### config.mk
export PLATFORM = sky130hd
export DESIGN_NAME = irq_vector_ctrl
export DESIGN_NICKNAME = d
export VERILOG_FILES = /design/src/rtl/irq_vec_pkg.sv /design/src/rtl/irq_src_detect.sv /design/src/rtl/irq_prio_arb.sv /design/src/rtl/irq_dma_route.sv /design/src/rtl/irq_vector_ctrl.sv
export SDC_FILE = /design/constraint.sdc
export NUM_CORES = 1
export LEC_CHECK = 0
export BUFFER_PORTS_ARGS = -buffer_cell sky130_fd_sc_hd__buf_2
export CAP_MARGIN = 20
export CORE_AREA = 2 2 136 138
export CTS_BUF_LIST = sky130_fd_sc_hd__clkbuf_4
export CTS_CLUSTER_SIZE = 12
export DETAILED_ROUTE_END_ITERATION = 10
export DIE_AREA = 0 0 138 140
export GPL_ROUTABILITY_DRIVEN = 0
export PLACE_DENSITY = 0.77
export SLEW_MARGIN = 30
export SYNTH_ARGS = -nofsm -noshare
export SYNTH_HDL_FRONTEND = slang
export SYNTH_SLANG_ARGS = --single-unit
### constraint.sdc
create_clock -name clk -period 2 [get_ports clk]
set_clock_uncertainty 0.2 [all_clocks]
set_input_delay 0.4 -clock clk [delete_from_list [all_inputs] [get_ports clk]]
set_output_delay 0.4 -clock clk [all_outputs]
set_load 0.01 [all_outputs]
### src/rtl/irq_vec_pkg.sv
package irq_vec_pkg;
  localparam int NSRC  = 39;
  localparam int VEC_W = 7;
  localparam int CH_W  = 5;
  localparam int NCH   = 1 << CH_W;

  typedef enum logic [1:0] {
    SK_PORT  = 2'd0,
    SK_KEY   = 2'd1,
    SK_PLAIN = 2'd2
  } src_kind_e;

  typedef enum logic [1:0] {
    TM_RISE = 2'b00,
    TM_FALL = 2'b01,
    TM_HIGH = 2'b10,
    TM_LOW  = 2'b11
  } trig_mode_e;

  // i is the 0-based source index
  function automatic src_kind_e kind_of(input int i);
    if (i < 4 || i >= 35) return SK_PORT;
    if (i == 4 || i == 5) return SK_KEY;
    return SK_PLAIN;
  endfunction

  function automatic int port_slot(input int i);
    return (i < 4) ? i : i - 31;
  endfunction

  function automatic logic [VEC_W-1:0] vec_of(input int i);
    int v;
    if (i <= 10)      v = 16 + i;
    else if (i <= 22) v = 30 + ((i - 11) / 2) * 4 + ((i - 11) % 2);
    else if (i <= 29) v = 52 + (i - 23);
    else if (i <= 32) v = 60 + (i - 30);
    else if (i <= 34) v = 64 + (i - 33);
    else              v = 68 + (i - 35);
    return VEC_W'(v);
  endfunction

  function automatic logic [CH_W-1:0] chan_of(input int i);
    int c;
    if (i <= 3)       c = i + 1;
    else if (i <= 5)  c = 0;
    else if (i <= 7)  c = i - 1;
    else if (i <= 10) c = 0;
    else if (i <= 26) c = i - 4;
    else if (i == 27) c = 0;
    else if (i <= 29) c = i - 5;
    else if (i == 30) c = 0;
    else if (i <= 32) c = i - 6;
    else if (i == 33) c = 27;
    else if (i == 34) c = 0;
    else              c = i - 7;
    return CH_W'(c);
  endfunction
endpackage

### src/rtl/irq_src_detect.sv
module irq_src_detect #(
  parameter irq_vec_pkg::src_kind_e KIND = irq_vec_pkg::SK_PLAIN
) (
  input  logic       clk,
  input  logic       rst,
  input  logic       din,
  input  logic [1:0] mode,
  output logic       evt,
  output logic       is_level
);
  import irq_vec_pkg::*;

  logic prev_q;

  always_ff @(posedge clk) begin
    if (rst) prev_q <= 1'b0;
    else     prev_q <= din;
  end

  generate
    if (KIND == SK_PORT) begin : g_port
      always_comb begin
        unique case (trig_mode_e'(mode))
          TM_RISE: evt = din & ~prev_q;
          TM_FALL: evt = ~din & prev_q;
          TM_HIGH: evt = din;
          default: evt = ~din;
        endcase
        is_level = mode[1];
      end
    end else if (KIND == SK_KEY) begin : g_key
      always_comb begin
        evt      = mode[0] ? (~din & prev_q) : (din & ~prev_q);
        is_level = 1'b0;
      end
    end else begin : g_plain
      always_comb begin
        evt      = din;
        is_level = 1'b0;
      end
    end
  endgenerate
endmodule

### src/rtl/irq_prio_arb.sv
module irq_prio_arb #(
  parameter int NSRC   = irq_vec_pkg::NSRC,
  parameter int ADDR_W = 32
) (
  input  logic [NSRC-1:0]               cand,
  input  logic [ADDR_W-1:0]             base,
  output logic                          req,
  output logic [irq_vec_pkg::VEC_W-1:0] vec,
  output logic [ADDR_W-1:0]             addr
);
  import irq_vec_pkg::*;

  always_comb begin
    vec = '0;
    for (int i = NSRC - 1; i >= 0; i--) begin
      if (cand[i]) vec = vec_of(i);
    end
    req  = |cand;
    addr = base + (ADDR_W'(vec) << 2);
  end
endmodule

### src/rtl/irq_dma_route.sv
module irq_dma_route #(
  parameter int NSRC = irq_vec_pkg::NSRC,
  parameter int NCH  = irq_vec_pkg::NCH
) (
  input  logic            clk,
  input  logic            rst,
  input  logic [NSRC-1:0] fire,
  output logic [NCH-1:0]  trig
);
  import irq_vec_pkg::*;

  logic [NCH-1:0] trig_d;

  always_comb begin
    trig_d = '0;
    for (int i = 0; i < NSRC; i++) begin
      if (fire[i]) trig_d[chan_of(i)] = 1'b1;
    end
    trig_d[0] = 1'b0;
  end

  always_ff @(posedge clk) begin
    if (rst) trig <= '0;
    else     trig <= trig_d;
  end
endmodule

### src/rtl/irq_vector_ctrl.sv
module irq_vector_ctrl #(
  parameter int DATA_W   = 32,
  parameter int BUS_AW   = 3,
  parameter int BASE_LSB = 10
) (
  input  logic                          clk,
  input  logic                          rst,
  input  logic [irq_vec_pkg::NSRC-1:0]  irq_src,
  input  logic                          bus_sel,
  input  logic                          bus_we,
  input  logic [BUS_AW-1:0]             bus_addr,
  input  logic [DATA_W-1:0]             bus_wdata,
  output logic [DATA_W-1:0]             bus_rdata,
  output logic                          irq_req,
  output logic [irq_vec_pkg::VEC_W-1:0] vec_num,
  output logic [DATA_W-1:0]             vec_addr,
  output logic [irq_vec_pkg::NCH-1:0]   dma_trig
);
  import irq_vec_pkg::*;

  localparam int HI_W   = NSRC - DATA_W;
  localparam int NPORT  = 8;
  localparam int MODE_W = 2 * NPORT + 2;
  localparam int KEY_LSB = 2 * NPORT;

  localparam logic [BUS_AW-1:0] RA_BASE = 3'd0, RA_PLO = 3'd1, RA_PHI = 3'd2,
                                RA_ELO  = 3'd3, RA_EHI = 3'd4, RA_DLO = 3'd5,
                                RA_DHI  = 3'd6, RA_MODE = 3'd7;

  logic [DATA_W-1:BASE_LSB] base_q;
  logic [NSRC-1:0]          en_q, dsel_q, pend_q;
  logic [MODE_W-1:0]        mode_q;

  logic            wr;
  logic [NSRC-1:0] clr, evt, lvl, route, has_chan, fire;

  assign wr  = bus_sel & bus_we;
  assign clr = {(wr && bus_addr == RA_PHI) ? bus_wdata[HI_W-1:0] : {HI_W{1'b0}},
                (wr && bus_addr == RA_PLO) ? bus_wdata : {DATA_W{1'b0}}};

  // per-source detection, variant chosen by source kind
  generate
    for (genvar i = 0; i < NSRC; i++) begin : g_src
      logic [1:0] m;
      if (kind_of(i) == SK_PORT) begin : g_pm
        assign m = mode_q[2*port_slot(i) +: 2];
      end else if (kind_of(i) == SK_KEY) begin : g_km
        assign m = {1'b0, mode_q[KEY_LSB + i - 4]};
      end else begin : g_nm
        assign m = 2'b00;
      end
      irq_src_detect #(.KIND(kind_of(i))) u_det (
        .clk(clk), .rst(rst), .din(irq_src[i]), .mode(m),
        .evt(evt[i]), .is_level(lvl[i])
      );
      assign has_chan[i] = (chan_of(i) != '0);
    end
  endgenerate

  assign route = dsel_q & has_chan;
  assign fire  = route & en_q & evt;

  // configuration registers
  always_ff @(posedge clk) begin
    if (rst) begin
      base_q <= '0;
      en_q   <= '0;
      dsel_q <= '0;
      mode_q <= '0;
    end else if (wr) begin
      unique case (bus_addr)
        RA_BASE: base_q            <= bus_wdata[DATA_W-1:BASE_LSB];
        RA_ELO:  en_q[DATA_W-1:0]  <= bus_wdata;
        RA_EHI:  en_q[NSRC-1:DATA_W] <= bus_wdata[HI_W-1:0];
        RA_DLO:  dsel_q[DATA_W-1:0]  <= bus_wdata;
        RA_DHI:  dsel_q[NSRC-1:DATA_W] <= bus_wdata[HI_W-1:0];
        RA_MODE: mode_q            <= bus_wdata[MODE_W-1:0];
        default: ;
      endcase
    end
  end

  // pending flags
  always_ff @(posedge clk) begin
    if (rst) begin
      pend_q <= '0;
    end else begin
      for (int i = 0; i < NSRC; i++) begin
        if (route[i])    pend_q[i] <= 1'b0;
        else if (lvl[i]) pend_q[i] <= evt[i];
        else             pend_q[i] <= (pend_q[i] & ~clr[i]) | evt[i];
      end
    end
  end

  always_comb begin
    unique case (bus_addr)
      RA_BASE: bus_rdata = {base_q, {BASE_LSB{1'b0}}};
      RA_PLO:  bus_rdata = pend_q[DATA_W-1:0];
      RA_PHI:  bus_rdata = DATA_W'(pend_q[NSRC-1:DATA_W]);
      RA_ELO:  bus_rdata = en_q[DATA_W-1:0];
      RA_EHI:  bus_rdata = DATA_W'(en_q[NSRC-1:DATA_W]);
      RA_DLO:  bus_rdata = dsel_q[DATA_W-1:0];
      RA_DHI:  bus_rdata = DATA_W'(dsel_q[NSRC-1:DATA_W]);
      default: bus_rdata = DATA_W'(mode_q);
    endcase
  end

  irq_prio_arb #(.NSRC(NSRC), .ADDR_W(DATA_W)) u_arb (
    .cand(pend_q & en_q),
    .base({base_q, {BASE_LSB{1'b0}}}),
    .req(irq_req), .vec(vec_num), .addr(vec_addr)
  );

  irq_dma_route #(.NSRC(NSRC), .NCH(NCH)) u_dma (
    .clk(clk), .rst(rst), .fire(fire), .trig(dma_trig)
  );
endmodule

# Word-level counts from Yosys, hierarchy flattened
# Index checks and enable logic that the tools add are counted.
# totals
ff_bits	199
inputBits	78
output_inout_bits	104
elab_cells	655
# op_classes
n_addsub	1
n_lt_le_gt_ge	78
n_eq_ne	23
n_mux	216
n_bitwise	199
n_reduce_logical	88
# ops
cell	count
2-to-1 mux 32 bit	40
OR 32 bit	38
2-to-1 mux 7 bit	40
< comparator 5 x 6 -> 1 bit, second input constant	39
one-hot mux 32 bit (7 select lines)	1
demux 1 bit (select 5 bit)	39
greater-or-equal comparator 5 x 1 -> 1 bit, second input constant	39
2-to-1 mux 5 bit	39
AND 39 bit	3
OR reduction 2 bit	31
AND 1 bit	60
NOT 1 bit	59
2-to-1 mux 1 bit	49
logical AND 1 bit	41
OR 1 bit	39
OR reduction 39 bit	1
adder 32 x 9 -> 32 bit	1
one-hot mux 1 bit (3 select lines)	8
equality test 2 x 1 -> 1 bit, second input constant	8
equality test 2 bit, second input constant	8
logical NOT 2 bit	8
equality test 3 bit, second input constant	4
AND reduction 2 bit	6
equality test 3 x 2 -> 1 bit, second input constant	2
2 further kinds	2

# Logic depth before layout (Yosys ltp)
# logic_depth
ltp_word	86
mapped_depth	8
depth_no_buf	6

# Hierarchy
# From an unflattened synthesis, not the netlist that was laid out.
# unflattened
cells_unflattened	1404
hier_area_um2	11212.0
# by_module_without_submodules
module	instances	cells_each	area_per_inst_um2	seq_area_each_um2
irq_vector_ctrl	1	981	7948.9	3143.0
irq_prio_arb	1	199	1278.7	0.0
irq_dma_route	1	67	859.6	620.6
irq_src_detect (g_src[10].u_det ...)	29	3	18.8	0.0
irq_src_detect (g_src[0].u_det ...)	8	7	57.6	20.0
irq_src_detect (g_src[4].u_det ...)	2	7	60.1	20.0

# Least setup slack after synthesis
# OpenSTA, ideal clock, no wires.
# synth_timing
path_kind	register to output
from	register pend_q[27]
to	output vec_num[2] in the netlist's numbering
t_arrival_ps	1729
required_time_ps	1400
path_slack_ps	-329
path_stages_with_launch	7
n_path_buf	1
path_cell_list	dfxtp_1 > a222oi_1 > o21ai_0 > a21oi_1 > nor4b_1 > nor4_1 > buf_4
# synth_between
elab_chain_cells	29
# synth_lines
item	line_no	rtl
start: declaration	irq_vector_ctrl.sv:31	logic [NSRC-1:0] en_q, dsel_q, pend_q;
start signal: indexed assignment	irq_vector_ctrl.sv:90	else if (lvl[i]) pend_q[i] <= evt[i];
start signal: indexed assignment	irq_vector_ctrl.sv:91	else pend_q[i] <= (pend_q[i] & ~clr[i]) | evt[i];
AND 39 bit	irq_vector_ctrl.sv:110	.cand(pend_q & en_q),
2-to-1 mux 7 bit (28 in series)	irq_prio_arb.sv:16	if (cand[i]) vec = vec_of(i);
end: declaration	irq_vector_ctrl.sv:15	output logic [irq_vec_pkg::VEC_W-1:0] vec_num,
# No other way between the ends.

# Final worst setup path
# layout_timing
from	register en_q[16]
to	output vec_num[6] in the netlist's numbering
# layout_between
elab_chain_cells	18
# layout_lines
item	line_no	rtl
start: declaration	irq_vector_ctrl.sv:31	
start signal: indexed assignment	irq_vector_ctrl.sv:73	RA_ELO: en_q[DATA_W-1:0] <= bus_wdata;
start signal: indexed assignment	irq_vector_ctrl.sv:74	RA_EHI: en_q[NSRC-1:DATA_W] <= bus_wdata[HI_W-1:0];
AND 39 bit	irq_vector_ctrl.sv:110	
2-to-1 mux 7 bit (17 in series)	irq_prio_arb.sv:16	
# No other way between the ends.

==> results.toml <==
[detailed_routing]
ant_nets = 0
wire_per_inst_um = 19.18
viasPerCell = 5.901
drc = 0
num_vias = 10321
drtIter0Drc = 1164
drt-total-wl_um = 33550
drt-pass1-iter-count = 8

[timing]
hold-worst-slack_ps = 220.3
rsz0062_at_grt = "yes"
setup_slack_ps = -1091
fin_crit_ps = 3091
setup_viol = 47
worstMarginPinSlew_ps = 593.5
final_hold_viol_count = 0
slew_viol_final = 0
max_freq_mhz = 323.5
relSlewSlack_pct = 60.35
period_share_pct = 154.6

[yosys]
yosysSeqAreaShare_pct = 44.36
synthFlopType = "dfxtp_1"
ys_async_sr_fraction_pct = 0
synth_top_area_share_pct = 44.36
synth_edf_count = 0
syn_inst = 1113
yosys.area.top_type = "dfxtp_1"
synth.most_common_cell = "nand2_1"
synthTopCellsByCount = "313 x nand2_1, 198 x dfxtp_1, 164 x a21oi_1"
synth_cell_types = 54
ys_ff_latch = 198
synth_warnings = 0
synth_area_per_cell_um2 = 8.028
synth_area_leaders = "dfxtp_1 44%, nand2_1 13%, a21oi_1 9.2%"
synthesis.area_mm2 = 0.008935

[worst_setup_path]
critPathBufInv = 2
end_kind = "output pin"
cp_cell_sequence = "a22o_4 -> a221oi_4 -> nand4_2 -> buf_4 -> and2b_2 -> nand2_1 -> a21oi_2 -> buf_2"
cpPeakStageDelay_ps = 360
path_max_fanout = 3
worstSetupPathType = "register to output pin"
worstPathRequired_ps = 1400
critPathArrivalTime_ps = 2490
cp_slowest_cell = "dfxtp_2"
worstSetupStartpointType = "register"
path_delay_family = "compound AO/OA/AOI/OAI gates"

[clock_tree]
htree_levels = 4
clk_latency_ps = 640
tritoncts = "built"
clkTransAtPathRegs_ps = 170
cts_buffers = 17
cts_root_buf = "clkbuf_4"
clock_sinks = 198
clk_path_buf_depth = 2

[floorplan]
die_y_um = 140
boundaryPins = 182
chipWidth_um = 138
start_util_pct = 50.25
core_mm2 = 0.01778
die-area_mm2 = 0.01932
row_count = 49

[power_and_ir_drop]
ir_worst_vdd_v = 0.0003620
p_leak_nw = 5.607
p_per_area_mw_per_mm2 = 579.3
power_mw = 7.709

[global_route]
grt_pass1_wl_um = 51210
grt_pass1_vias = 9766
grt_use_total_pct = 33.04
grt_start_max_net_pins = 40
grt_antenna_before_repair = 1
grt-ovfl-total = 0

[finish]
syn_to_final_growth_pct = 48.93
nets = 1584
final_util_pct = 74.84
fill_cells = 1166
drive_gt1_share_pct = 38.64

[placed_design]
dp_hpwl_um = 22580
dp_slack_ps = -365.4
io_buffers = 177

[worst_hold_path]
min_path_type = "primary input to register"

[status]
violations = "setup timing"
status = "finished with violations"

[run]
drv_cap = 0
-- per-stage QoR --
stage          instances  instance area [um^2]  setup TNS, ps
6_report            1749                 13310         -26130
5_1_grt             1749                 13310         -29360
4_1_cts             1745                 12950         -26480
3_5_place_dp        1633                 11480         -23900
3_3_place_gp        1633                 11480         -19720
2_1_floorplan       1116                  9107          -1149
-- layer usage --
metal / up-vias / global-route usage [%] / wire length (um) / part of all wire, %
met4: 0 / 15.74 / 1368 / 4.1
met2: 640 / 57.37 / 16400 / 49
met1: 4884 / 40.05 / 12710 / 38
met3: 131 / 5.538 / 3072 / 9.2
li1: 4666 / - / - / -
met5: - / 0 / 0 / 0
-- worst min-delay path, stage by stage --
cell     delay, ps
buf_2          100
nand3_1        130
nor2_2          70
buf_4          140
mux2i_1        110
nor2_1          80
-- logic make-up after synthesis --
family / synth area share (%)
AOI/OAI and AO/OA: 18.36
and+or+nand+nor: 24.79
DFF: 44.36
buffers and inverters: 5.069
other: 0.04197
muxes: 7.380
-- state kept, by name, indices dropped and copies added, names as in the netlist --
register,flops
dsel_q,39
mode_q,18
base_q,22
en_q,39
pend_q,39
u_dma.trig,31
g_src.u_det.prev_q,10
-- area by class of cell --
cell class / count / area, um^2 / share of cell area, %
clock inverters: 14 / 151.4 / 1.138
flip-flops and latches: 198 / 4046 / 30.41
well taps: 229 / 286.5 / 2.153
repair buffers: 448 / 3520 / 26.45
clock buffers: 18 / 135.1 / 1.016
diodes: 1 / 2.502 / 0.01881
multi-input cells: 819 / 5082 / 38.19
inverters: 22 / 82.58 / 0.6206
-- worst paths after layout --
check / from / endpoint / slack, ps / depth (start not counted)
setup / recovery: en_q[16]$_SDFFE_PP0P_ / vec_num[6] / -1090 / 8
hold / removal: bus_we / dsel_q[33]$_SDFFE_PP0P_ / 220 / 6
setup reg to reg: pend_q[33]$_SDFF_PP0_ / pend_q[33]$_SDFF_PP0_ / 480 / 4
hold reg to reg: dsel_q[30]$_SDFFE_PP0P_ / dsel_q[30]$_SDFFE_PP0P_ / 270 / 2
-- power breakdown --
part	leakage [nW]	internal (mW)	total, mW	switching [mW]
logic	3.83	0.657	1.33	0.669
registers	1.63	4.05	4.14	0.0870
clock network	0.144	0.767	2.24	1.47
-- timing repair --
item                                    4_1_cts  5_1_grt
endpoints found under the setup margin       47       50
hold endpoints to repair                    181        0
setup buffers                                 5        7
gates cloned                                  0        0
gates resized for setup                     122       96
hold buffers                                 77        0
pin swaps                                    37       36
-- cell usage in the layout, fill, tap and decap left out, types with 8 or more instances in the layout --
master	synthesis	routed
o21ai_0	32	20
a22oi_1	25	8
nor2b_1	16	14
a21oi_2	0	13
dlygate4sd3_1	0	77
o21ai_2	0	10
nor2_1	38	34
buf_6	0	53
dfxtp_1	198	140
nand2_1	313	310
nor3_1	38	31
clkbuf_4	0	19
buf_4	14	135
a21oi_1	164	151
buf_12	0	14
a22oi_2	0	17
dfxtp_2	0	54
buf_2	23	167
o21ai_1	13	14
inv_1	21	20
mux2_4	0	15
mux2i_1	31	30
and4b_1	31	31
nand3_1	10	8
a31oi_1	10	9
No activity file was read; power rests on OpenSTA's default activity.
